`config.mk`:
```
export PLATFORM = sky130hd
export DESIGN_NAME = clkdiv_prog
export DESIGN_NICKNAME = d
export VERILOG_FILES = /design/src/rtl/clkdiv_pkg.sv /design/src/rtl/clkdiv_ratio_reg.sv /design/src/rtl/clkdiv_phase_cnt.sv /design/src/rtl/clkdiv_out_mux.sv /design/src/rtl/clkdiv_prog.sv
export SDC_FILE = /design/constraint.sdc
export NUM_CORES = 1
export LEC_CHECK = 0
export BUFFER_PORTS_ARGS = -buffer_cell sky130_fd_sc_hd__buf_2
export CAP_MARGIN = 20
export CORE_MARGIN = 3
export CORE_UTILIZATION = 54
export CTS_CLUSTER_SIZE = 40
export DETAILED_ROUTE_END_ITERATION = 12
export GPL_ROUTABILITY_DRIVEN = 0
export PLACE_DENSITY = 0.87
export RECOVER_POWER = 100
export SLEW_MARGIN = 10
export SYNTH_ARGS = -nofsm -noshare
export SYNTH_HDL_FRONTEND = slang
export SYNTH_SLANG_ARGS = --single-unit
```
`constraint.sdc`:
```
create_clock -name clk_in -period 2.6 [get_ports clk_in]
set_input_delay 0.26 -clock clk_in [delete_from_list [all_inputs] [get_ports clk_in]]
set_output_delay 0.26 -clock clk_in [all_outputs]
set_load 0.005 [all_outputs]
```
`src/rtl/clkdiv_pkg.sv`:
```
`timescale 1ns/1ps
package clkdiv_pkg;

  // Clamp a raw register value into the legal ratio range 1..max_ratio.
  function automatic int clamp_ratio(input int raw, input int max_ratio);
    if (raw < 1) return 1;
    if (raw > max_ratio) return max_ratio;
    return raw;
  endfunction

  // Level driven from the rising-edge flop at half-count h (always even)
  // for ratio n. Even ratios: high over the first n half-cycles.
  // Odd ratios: high until the last rising edge before mid-period.
  function automatic bit rise_phase_high(input int h, input int n);
    if (n <= 1) return 1'b0;
    if ((n % 2) == 0) return h < n;
    return h < (n - 1);
  endfunction

  // Level driven from the falling-edge flop at half-count h (always odd).
  // Used only for odd ratios of 3 or more, to stretch the high time by
  // one half-cycle.
  function automatic bit fall_phase_high(input int h, input int n);
    if (n < 3) return 1'b0;
    if ((n % 2) == 0) return 1'b0;
    return h < n;
  endfunction

  // A period spans 2*n half-cycles; reaching that count closes it.
  function automatic bit half_wrap(input int h_next, input int n);
    return h_next >= 2 * n;
  endfunction

endpackage

```
`src/rtl/clkdiv_ratio_reg.sv`:
```
`timescale 1ns/1ps
module clkdiv_ratio_reg #(
  parameter int MAX_DIV = 100,
  parameter int DATA_W  = 8,
  parameter int DEF_DIV = 1,
  localparam int RATIO_W = $clog2(MAX_DIV + 1)
) (
  input  logic               clk,
  input  logic               rst_n,
  input  logic               wr_en,
  input  logic [DATA_W-1:0]  wr_data,
  input  logic               period_end,
  output logic [RATIO_W-1:0] shadow_n,
  output logic [RATIO_W-1:0] active_n,
  output logic               pending
);
  import clkdiv_pkg::*;

  logic [RATIO_W-1:0] wr_clamped;
  always_comb wr_clamped = RATIO_W'(clamp_ratio(int'(wr_data), MAX_DIV));

  // The holding register takes every write. The working ratio copies it
  // only at a period end. A write on that same edge is not seen by the
  // load, so it stays pending for one more period.
  always_ff @(posedge clk or negedge rst_n) begin
    if (!rst_n) begin
      shadow_n <= RATIO_W'(DEF_DIV);
      active_n <= RATIO_W'(DEF_DIV);
      pending  <= 1'b0;
    end else begin
      if (period_end) active_n <= shadow_n;
      if (wr_en) shadow_n <= wr_clamped;
      if (wr_en) pending <= 1'b1;
      else if (period_end) pending <= 1'b0;
    end
  end


  ratio_range_chk: assert property (@(posedge clk) disable iff (!rst_n)
    (active_n >= RATIO_W'(1)) && (int'(active_n) <= MAX_DIV));

  ratio_hold_chk: assert property (@(posedge clk) disable iff (!rst_n)
    !period_end |=> $stable(active_n));

  pend_set_chk: assert property (@(posedge clk) disable iff (!rst_n)
    wr_en |=> pending);

  pend_clear_chk: assert property (@(posedge clk) disable iff (!rst_n)
    $fell(pending) |-> $past(period_end));

endmodule

```
`src/rtl/clkdiv_phase_cnt.sv`:
```
`timescale 1ns/1ps
module clkdiv_phase_cnt #(
  parameter int MAX_DIV = 100,
  localparam int RATIO_W = $clog2(MAX_DIV + 1),
  localparam int HALF_W  = $clog2(2 * MAX_DIV)
) (
  input  logic               clk,
  input  logic               rst_n,
  input  logic [RATIO_W-1:0] active_n,
  input  logic [RATIO_W-1:0] shadow_n,
  output logic               period_end,
  output logic               rise_q,
  output logic               fall_q,
  output logic               bypass_q
);
  import clkdiv_pkg::*;

  logic [HALF_W-1:0] h_rise;
  logic [HALF_W-1:0] h_fall;
  logic [HALF_W:0]   rise_next;
  logic [HALF_W:0]   fall_next;
  logic              fall_wrap;

  // Each counter takes the other's latest value plus one.
  always_comb begin
    rise_next  = {1'b0, h_fall} + 1'b1;
    fall_next  = {1'b0, h_rise} + 1'b1;
    period_end = half_wrap(int'(rise_next), int'(active_n));
    fall_wrap  = half_wrap(int'(fall_next), int'(active_n));
  end

  // Reset parks the falling counter at its top value, so the first rising
  // edge closes a period and starts a fresh one.
  always_ff @(posedge clk or negedge rst_n) begin
    if (!rst_n) begin
      h_rise   <= '0;
      rise_q   <= 1'b0;
      bypass_q <= 1'b0;
    end else if (period_end) begin
      h_rise   <= '0;
      rise_q   <= rise_phase_high(0, int'(shadow_n));
      bypass_q <= (shadow_n == RATIO_W'(1));
    end else begin
      h_rise   <= HALF_W'(rise_next);
      rise_q   <= rise_phase_high(int'(rise_next), int'(active_n));
    end
  end

  always_ff @(negedge clk or negedge rst_n) begin
    if (!rst_n) begin
      h_fall <= '1;
      fall_q <= 1'b0;
    end else if (fall_wrap) begin
      h_fall <= '0;
      fall_q <= 1'b0;
    end else begin
      h_fall <= HALF_W'(fall_next);
      fall_q <= fall_phase_high(int'(fall_next), int'(active_n));
    end
  end


  even_fall_idle_chk: assert property (@(posedge clk) disable iff (!rst_n)
    !active_n[0] |-> !fall_q);

  half_count_range_chk: assert property (@(posedge clk) disable iff (!rst_n)
    ({1'b0, h_rise} < ((HALF_W+1)'(active_n) << 1)));

  unit_ratio_quiet_chk: assert property (@(posedge clk) disable iff (!rst_n)
    (active_n == RATIO_W'(1)) |-> (!rise_q && !fall_q));

endmodule

```
`src/rtl/clkdiv_out_mux.sv`:
```
`timescale 1ns/1ps
module clkdiv_out_mux (
  input  logic clk,
  input  logic bypass_q,
  input  logic rise_q,
  input  logic fall_q,
  output logic clk_out
);
  // The rising-edge and falling-edge levels overlap, so their OR changes
  // once per half period. The bypass path is enabled only at a period end,
  // when both levels are low.
  always_comb clk_out = (bypass_q & clk) | rise_q | fall_q;
endmodule

```
`src/rtl/clkdiv_prog.sv`:
```
`timescale 1ns/1ps
module clkdiv_prog #(
  parameter int MAX_DIV = 100,
  parameter int DATA_W  = 8,
  parameter int DEF_DIV = 1,
  localparam int RATIO_W = $clog2(MAX_DIV + 1)
) (
  input  logic               clk_in,
  input  logic               rst_n,
  input  logic               wr_en,
  input  logic [DATA_W-1:0]  wr_data,
  output logic               clk_out,
  output logic [RATIO_W-1:0] ratio_now,
  output logic               ratio_pending
);
  logic [RATIO_W-1:0] shadow_n;
  logic               period_end;
  logic               rise_q;
  logic               fall_q;
  logic               bypass_q;

  clkdiv_ratio_reg #(.MAX_DIV(MAX_DIV), .DATA_W(DATA_W), .DEF_DIV(DEF_DIV)) u_ratio (
    .clk(clk_in), .rst_n(rst_n), .wr_en(wr_en), .wr_data(wr_data),
    .period_end(period_end), .shadow_n(shadow_n), .active_n(ratio_now),
    .pending(ratio_pending)
  );

  clkdiv_phase_cnt #(.MAX_DIV(MAX_DIV)) u_phase (
    .clk(clk_in), .rst_n(rst_n), .active_n(ratio_now), .shadow_n(shadow_n),
    .period_end(period_end), .rise_q(rise_q), .fall_q(fall_q),
    .bypass_q(bypass_q)
  );

  clkdiv_out_mux u_mux (
    .clk(clk_in), .bypass_q(bypass_q), .rise_q(rise_q), .fall_q(fall_q),
    .clk_out(clk_out)
  );


  reset_low_chk: assert property (@(posedge clk_in)
    !rst_n |-> !clk_out);

endmodule

```
==> results by group, run 1 <==
Synth
  – XOR/XNOR Fraction of Synth Area: 6.19%
  – Yosys warnings: 0
  – Area contributors post-synth: dfrtp_1, ha_1, dfstp_2
  – Netlist Area Pre-Place: 2410 µm²
  – Prevailing post-synth register cell: dfrtp_1
  – Post-synth top area share: 23.9%
  – Netlist cell types: 44
  – Async S/R FF share, synth: 100%
  – Mapped Nets: 301
  – Simple-gate share of the synthesized area: 19.6%
  – Adder-Cell Fraction of Synth Area: 19.2%
  – EDFF count, synth: 0
  – Mapped Cells: 253
  – Fraction of synthesized area in multiplexers: 0.416%
  – Syn avg cell area: 9.51 µm²
  – Complex-gate fraction of the synthesized area: 15.8%
  – Cell taking the most area after synthesis: dfrtp_1
  – Seq/Total Area, Yosys: 35.9%
  – Combinational family with the most area after synthesis: simple AND/OR/NAND/NOR gates
  – Yosys reg bits: 34

Timing
  – Worst EP post-GRT repair: u_ratio.pending$_DFFE_PN0P_/D
  – Worst ep type: register input

Floorplan
  – Site Rows: 23
  – Die H: 72.8 µm
  – Die X: 72.8 µm
  – I/O pin count: 20
  – Initial Util: 58.1%

GRT
  – Largest net degree at the start of global routing: 26

CTS
  – Post-CTS Hold Fix Bufs: 0

Place
  – DP HPWL: 5.43 mm
  – I/O Buffers: 19

Run status
  – Tool Error: [ERROR DPL-0038] Utilization greater than 100%, impossible to legalize
  – Fail Step: global routing (5_1_grt)
  – Outcome: stopped before the end
## cells in the mapped netlist (all sizes together) (6+ instances only)
master,n
nand3,20
inv,15
a21oi,11
ha,37
xnor2,11
dfrtp,23
xor2,6
nand2,12
dfstp,10
and3,7
nor2,20
o21ai,18
nor3b,6
nor3,7
## repair_timing
item / CTS
cloned: 2
endpoints found under the setup margin: 28
gates resized for setup: 57
setup buffers: 18
pin swaps: 31
## stage by stage
stage | std cells | util, % | cell area, µm² | hold slack, ns | setup WS, ns
floorplan | 253 | - | 2520 | -0.0356 | -0.997
global placement | 383 | 75.8 | 3140 | 0.439 | -1.08
detailed placement | 383 | 75.8 | 3140 | 0.439 | -1.22
CTS | 420 | 91.6 | 3790 | 0.0319 | -1.19
## kinds of logic after synthesis
family,after synthesis
AO/OA/AOI/OAI,58
XOR/XNOR,17
adder cells (fa/ha/maj),37
buffers and inverters,18
flip-flops,34
multiplexers,1
AND/OR/NAND/NOR,88
==> inputs of run 2 (changes only) <==
Settings changed: CORE_UTILIZATION 54 to 40, CTS_CLUSTER_SIZE 40 to unset, PLACE_DENSITY 0.87 to unset, PLACE_DENSITY_LB_ADDON set to 0.15.
Clock period 2.6 ns to 3.4 ns, I/O delays scaled along.
==> run 2 against run 1 <==
Synthesized cell count did not move. The flow now finishes, with violations (setup timing). Area after synthesis unchanged.
==> results by group, run 2 <==
GRT
  – Largest net degree at the start of global routing: 26
  – Met2 GRT Util: 39.5%
  – Global routing's busiest layer: met2
  – GR Util All Layers: 23.3%
  – Overflow after GRT: 0
  – GR Util met3: 6.02%
  – Antenna violations before repair: 0
  – First-pass GRT wire length: 12.6 mm
  – Vias in the first global route: 2526
  – GR Util met1: 29.3%

Worst setup path
  – Reg-to-Reg Start: u_phase.h_fall[1]$_DFF_NN1_
  – Critical path type: flop to flop
  – CP Capture Type: flop
  – Worst reg-to-reg path cell count: 10
  – CP Max Fanout: 5
  – Arr. time, crit path: 4.55 ns
  – CP Data Required Time: 3.73 ns
  – FF-to-FF setup slack: -0.82 ns
  – Crit start category: flop
  – Worst Setup SP: u_phase.h_fall[1]$_DFF_NN1_
  – R2R Path End: u_phase.rise_q$_DFF_PN0_

Timing
  – Setup TNS: -18.40 ns
  – Relative slew slack: 10.6%
  – Final setup margin: -0.824 ns
  – Worst hold-check slack: 0.182 ns
  – Clock Skew: 0.0698 ns
  – Final setup vio count: 27
  – Final Max Slew Viols: 0
  – Unrepaired setup endpoints after global routing: true
  – Slew at the pin closest to its max-slew limit: 1.34 ns
  – Final Hold Vio Count: 0

Detailed routing
  – Drt initial violations: 123
  – DRC viols: 0
  – Vias: 2390
  – DR WL/cell: 18.3 µm
  – Vias per inst: 5.48
  – Detailed Route WL: 7.97 mm
  – Post-DRT Antenna Nets: 0
  – Detailed Routing Iterations Pass 1: 4

Floorplan
  – Initial Util: 42.4% (-16 points)
  – Core Box Area: 5680 µm²
  – Die H: 83.6 µm (+15%)
  – Total die area: 6980 µm²
  – I/O pin count: 20 (unchanged)
  – Die X: 83.6 µm (+15%)
  – Site Rows: 27 (+17%)

Finish
  – Final cell utilization of the core: 66.8%
  – Fillers: 466
  – Number of standard cells in the layout, taps in and fillers out: 436
  – Nets@finish: 411
  – Finished Cell Area: 3790 µm²
  – Most common cell after layout, fill and taps aside: buf_4
  – Layout area overhead: 57.5%
  – Largest regs: u_phase.h_fall x8, u_phase.h_rise x8
  – Most frequent cells in the layout: buf_4, ha_1, inv_1, dfrtp_1, buf_2
  – Multi-input logic area: 1910 µm²
  – Fraction of layout cells with a size suffix above 1: 46.4%
  – Sequential cell area: 865 µm²
  – N_diodes: 0

Synth
  – Yosys reg bits: 34 (unchanged)
  – EDFF count, synth: 0 (unchanged)
  – Seq/Total Area, Yosys: 35.9% (unchanged)
  – Yosys warnings: 0 (unchanged)
  – Post-synth top area share: 23.9% (unchanged)
  – Mapped Nets: 301 (unchanged)
  – Cell taking the most area after synthesis: dfrtp_1
  – Count leader, synth: ha_1
  – Area contributors post-synth: dfrtp_1, ha_1, dfstp_2
  – Netlist Area Pre-Place: 2410 µm² (unchanged)
  – Mapped Cells: 253 (unchanged)
  – Prevailing post-synth register cell: dfrtp_1
  – Netlist cell types: 44 (unchanged)
  – Syn avg cell area: 9.51 µm² (unchanged)
  – Async S/R FF share, synth: 100% (unchanged)
  – Synth top cells by count: ha_1, dfrtp_1, nand3_1

CTS
  – Worst skew pair latency: 0.46 ns
  – Clock transition at path regs: 0.08 ns
  – CTS tree: done

Min path
  – Hold_sp: wr_data[4]
  – Min-Delay Path Class: input pin to flop
  – Worst Hold Depth: 3
  – Worst hold path endpoint: u_ratio.shadow_n[4]$_DFFE_PN0P_

Place
  – Post-Place Cell Area: 3140 µm² (-0.16%)
  – DP Worst Slack: -0.740 ns (+0.477 ns)
  – DP HPWL: 5.73 mm (+5.4%)
  – I/O Buffers: 19 (unchanged)
  – Placed Cells incl. Taps: 399 (+4.2%)

Power and ir drop
  – Leakage: 1.83 nW
  – Pwr Total: 4.03 mW
  – Cell Pwr Density: 1060 nW/µm²
  – IR drop worst, VDD: 0.000478 V

Run status
  – Outcome: finished, violations left
  – Failing checks: setup timing

Flow run
  – Max-Cap Viols: 0
-- run 2: layout make-up --
class / instances / area share, %
Multi-Input combinational cell: 201 / 50.5
Clock inverter: 11 / 1.92
Tap cell: 72 / 2.38
Sequential cell: 34 / 22.8
Timing Repair Buffer: 95 / 18.0
Clock buffer: 9 / 3.01
Inverter: 14 / 1.39
-- run 2: repair_timing --
action	4_1_cts	5_1_grt
resized for setup	41	33
hold buffers	0	0
buffers inserted	10	8
setup endpoints to repair	27	27
pin swaps	21	16
gates cloned	1	0
-- run 2: cell families (layout without fill, tap and decap cells) --
family / Yosys count / in the layout / share of synthesized area [%]
AND/OR/NAND/NOR: 88 / 88 / 19.6
AO/OA/AOI/OAI: 58 / 58 / 15.8
adder cells (fa/ha/maj): 37 / 37 / 19.2
flip-flops: 34 / 34 / 35.9
buffers and inverters: 18 / 129 / 2.91
XOR/XNOR: 17 / 17 / 6.19
multiplexers: 1 / 1 / 0.416
-- run 2: routing by layer --
metal | part of all wire [%] | wire length [µm]
met5 | 0 | 0
met4 | 1.8 | 143
met3 | 4.5 | 362
met2 | 50 | 3990
met1 | 44 | 3470
-- run 2: worst max-delay path by stage --
stage	end	cells past startpoint	slack [ns]
4_1_cts	u_phase.rise_q$_DFF_PN0_	10	-0.77
5_1_grt	u_phase.rise_q$_DFF_PN0_	10	-0.95
6_report	u_phase.rise_q$_DFF_PN0_	10	-0.82
3_5_place_dp	u_phase.rise_q$_DFF_PN0_	10	-0.74
3_3_place_gp	u_phase.rise_q$_DFF_PN0_	10	-0.70
2_1_floorplan	u_ratio.active_n[1]$_DFFE_PN0P_	9	-0.60
-- run 2: worst max-delay path, stage by stage, from the launching register on --
cell	delay [ns]
dfstp_2	0.54
ha_4	0.16
nand3_4	0.07
xnor2_2	0.15
ha_1	0.32
a21oi_2	0.18
nor2b_4	0.07
o41ai_4	0.45
buf_4	0.22
nand3_2	0.08
o22ai_2	0.15
-- run 2: where the power goes --
part	leakage, nW	internal (mW)	switching (mW)
sequential	0.401	0.559	0.0931
clock	0.125	0.311	0.201
combinational	1.30	1.43	1.44
No activity file was read; power rests on OpenSTA's default activity.
==> inputs of run 3 (changes only) <==
Settings changed: CORE_UTILIZATION 40 to 50.
==> run 3 against run 2 <==
The run still ends with setup timing left. Register-to-register slack about the same. Clock power is 7.2% lower. Power fell by 12%. Combinational power down 16%. Critical path type unchanged.
==> results by group, run 3 (synthesized netlist as in run 2, its figures left out) <==
Run status
  – Outcome: finished, violations left
  – Failing checks: setup timing

Timing
  – Unrepaired setup endpoints after global routing: true
  – Setup TNS: -17.48 ns (+0.919 ns)
  – Final setup margin: -0.825 ns (-0.000286 ns)
  – Relative slew slack: 8.88% (-1.7 points)
  – Final setup vio count: 27 (unchanged)
  – Slew at the pin closest to its max-slew limit: 1.37 ns (+0.0256 ns)
  – Final Max Slew Viols: 0 (unchanged)
  – Final Hold Vio Count: 0 (unchanged)
  – Clock Skew: 0.0684 ns (-0.00142 ns)

GRT
  – Global routing's busiest layer: met2
  – Antenna violations before repair: 0 (unchanged)
  – GR Util met1: 36.0% (+6.7 points)
  – Vias in the first global route: 2281 (-9.7%)
  – Largest net degree at the start of global routing: 27 (+3.8%)
  – GR Util All Layers: 27.2% (+3.9 points)
  – Met2 GRT Util: 44.2% (+4.7 points)
  – First-pass GRT wire length: 11.1 mm (-12%)
  – GR Util met3: 6.46% (+0.44 points)
  – Overflow after GRT: 0 (unchanged)

Floorplan
  – Site Rows: 24 (-11%)
  – I/O pin count: 20 (unchanged)
  – Core Box Area: 4500 µm² (-21%)
  – Die H: 75.4 µm (-9.8%)
  – Total die area: 5680 µm² (-19%)
  – Die X: 75.4 µm (-9.8%)
  – Initial Util: 53.4% (+11 points)

Power and ir drop
  – IR drop worst, VDD: 0.000470 V (-1.7%)
  – Cell Pwr Density: 1020 nW/µm² (-4.1%)
  – Leakage: 1.68 nW (-8.2%)

Flow run
  – Max-Cap Viols: 0 (unchanged)

Finish
  – Layout area overhead: 43.8%
  – N_diodes: 0 (unchanged)
  – Fraction of layout cells with a size suffix above 1: 41.1% (-5.3 points)
  – Nets@finish: 395 (-3.9%)
  – Final cell utilization of the core: 76.8% (+10 points)
  – Most frequent cells in the layout: buf_4, ha_1, inv_1, dfrtp_1
  – Largest regs: u_phase.h_fall x8, u_phase.h_rise x8
  – Most common cell after layout, fill and taps aside: buf_4

Detailed routing
  – Vias per inst: 6.01 (+9.5%)
  – Vias: 2402 (+0.50%)
  – DR WL/cell: 18.2 µm (-0.33%)
  – Detailed Route WL: 7.28 mm (-8.6%)
  – Drt initial violations: 133 (+8.1%)
  – Post-DRT Antenna Nets: 0 (unchanged)
  – Detailed Routing Iterations Pass 1: 6 (+2)
  – DRC viols: 0 (unchanged)

Worst setup path
  – Critical path type: flop to flop
  – CP Max Fanout: 5 (unchanged)
  – CP Data Required Time: 3.71 ns (-0.02 ns)
  – CP Capture Type: flop
  – Worst Setup SP: u_phase.h_fall[0]$_DFF_NN1_
  – Worst reg-to-reg path cell count: 10 (unchanged)
  – FF-to-FF setup slack: -0.82 ns (about the same)
  – Arr. time, crit path: 4.54 ns (about the same)
  – Crit start category: flop
  – Reg-to-Reg Start: u_phase.h_fall[0]$_DFF_NN1_
  – R2R Path End: u_phase.rise_q$_DFF_PN0_

Min path
  – Worst hold path endpoint: u_ratio.shadow_n[4]$_DFFE_PN0P_
  – Min-Delay Path Class: input pin to flop
  – Hold_sp: wr_data[4]
  – Worst Hold Depth: 3 (unchanged)

CTS
  – Worst skew pair latency: 0.46 ns (about the same)
  – CTS tree: done
  – Clock transition at path regs: 0.07 ns (about the same)

Place
  – I/O Buffers: 19 (unchanged)
  – DP HPWL: 5.45 mm (-4.9%)
==> run 3: cell types whose count changed in the layout (fill, tap and decap cells not counted), moves of 3 or more <==
cell	previous run	this run
buf_4	61	53
nand3_1	13	16
buf_6	8	1
nor2_1	13	16
nor2_4	5	2
==> run 3: metal layers <==
layer / vias to the layer above / wire length, µm
li1: 1129 / -
met1: 1147 / 3120
met2: 104 / 3490
met3: 22 / 469
met4: 0 / 201
met5: - / 0
==> run 3: worst max-delay path by stage <==
stage                     slack [ns]                              end
after global placement         -0.83         u_phase.rise_q$_DFF_PN0_
after floorplan                -0.60  u_ratio.active_n[1]$_DFFE_PN0P_
after global routing           -0.93      u_phase.h_rise[7]$_DFF_PN0_
after CTS                      -0.80         u_phase.rise_q$_DFF_PN0_
after detailed placement       -0.83         u_phase.rise_q$_DFF_PN0_
final                          -0.82         u_phase.rise_q$_DFF_PN0_
==> run 3: critical path: stages, from the launching register on <==
cell and delay [ns]:
dfstp_2 0.56, ha_4 0.17, nand3_2 0.09, xnor2_2 0.19, ha_1 0.29, a21oi_2 0.14
nor2b_2 0.07, o41ai_4 0.40, buf_4 0.23, nand3_2 0.08, o22ai_1 0.16
==> run 3: metrics by stage <==
step                power, mW  cell area, µm²  cells  setup WS (ns)  hold slack (ns)
detailed placement       2.79            3090    378         -0.835            0.464
finish                   3.53            3460    400         -0.825            0.190
global route             3.82            3460    400         -0.931            0.230
global placement         2.74            3090    378         -0.826            0.462
floorplan                1.92            2520    253         -0.597           0.0444
CTS                      3.42            3400    398         -0.801            0.112
==> run 3: area by class of cell <==
type / instances / area, µm²
clock inverters: 8 / 30.0
flip-flops and latches: 34 / 866
inverters: 14 / 52.6
multi-input cells: 201 / 1780
repair buffers: 79 / 522
fillers: 319 / 1040
clock buffers: 12 / 148
well taps: 52 / 65.1
==> run 3: report_power, final <==
| part | switching [mW] | leakage, nW | internal [mW] | total (mW) |
|---|---|---|---|---|
| Clock | 0.189 | 0.122 | 0.285 | 0.475 |
| Sequential | 0.0981 | 0.400 | 0.561 | 0.659 |
| Combinational | 1.23 | 1.15 | 1.17 | 2.40 |
==> run 3: repair_timing <==
action	4_1_cts	5_1_grt
setup endpoints to repair	27	27
setup buffers	1	2
gates resized for setup	27	13
pin swaps	12	17
gates cloned	1	0
hold buffers	0	0
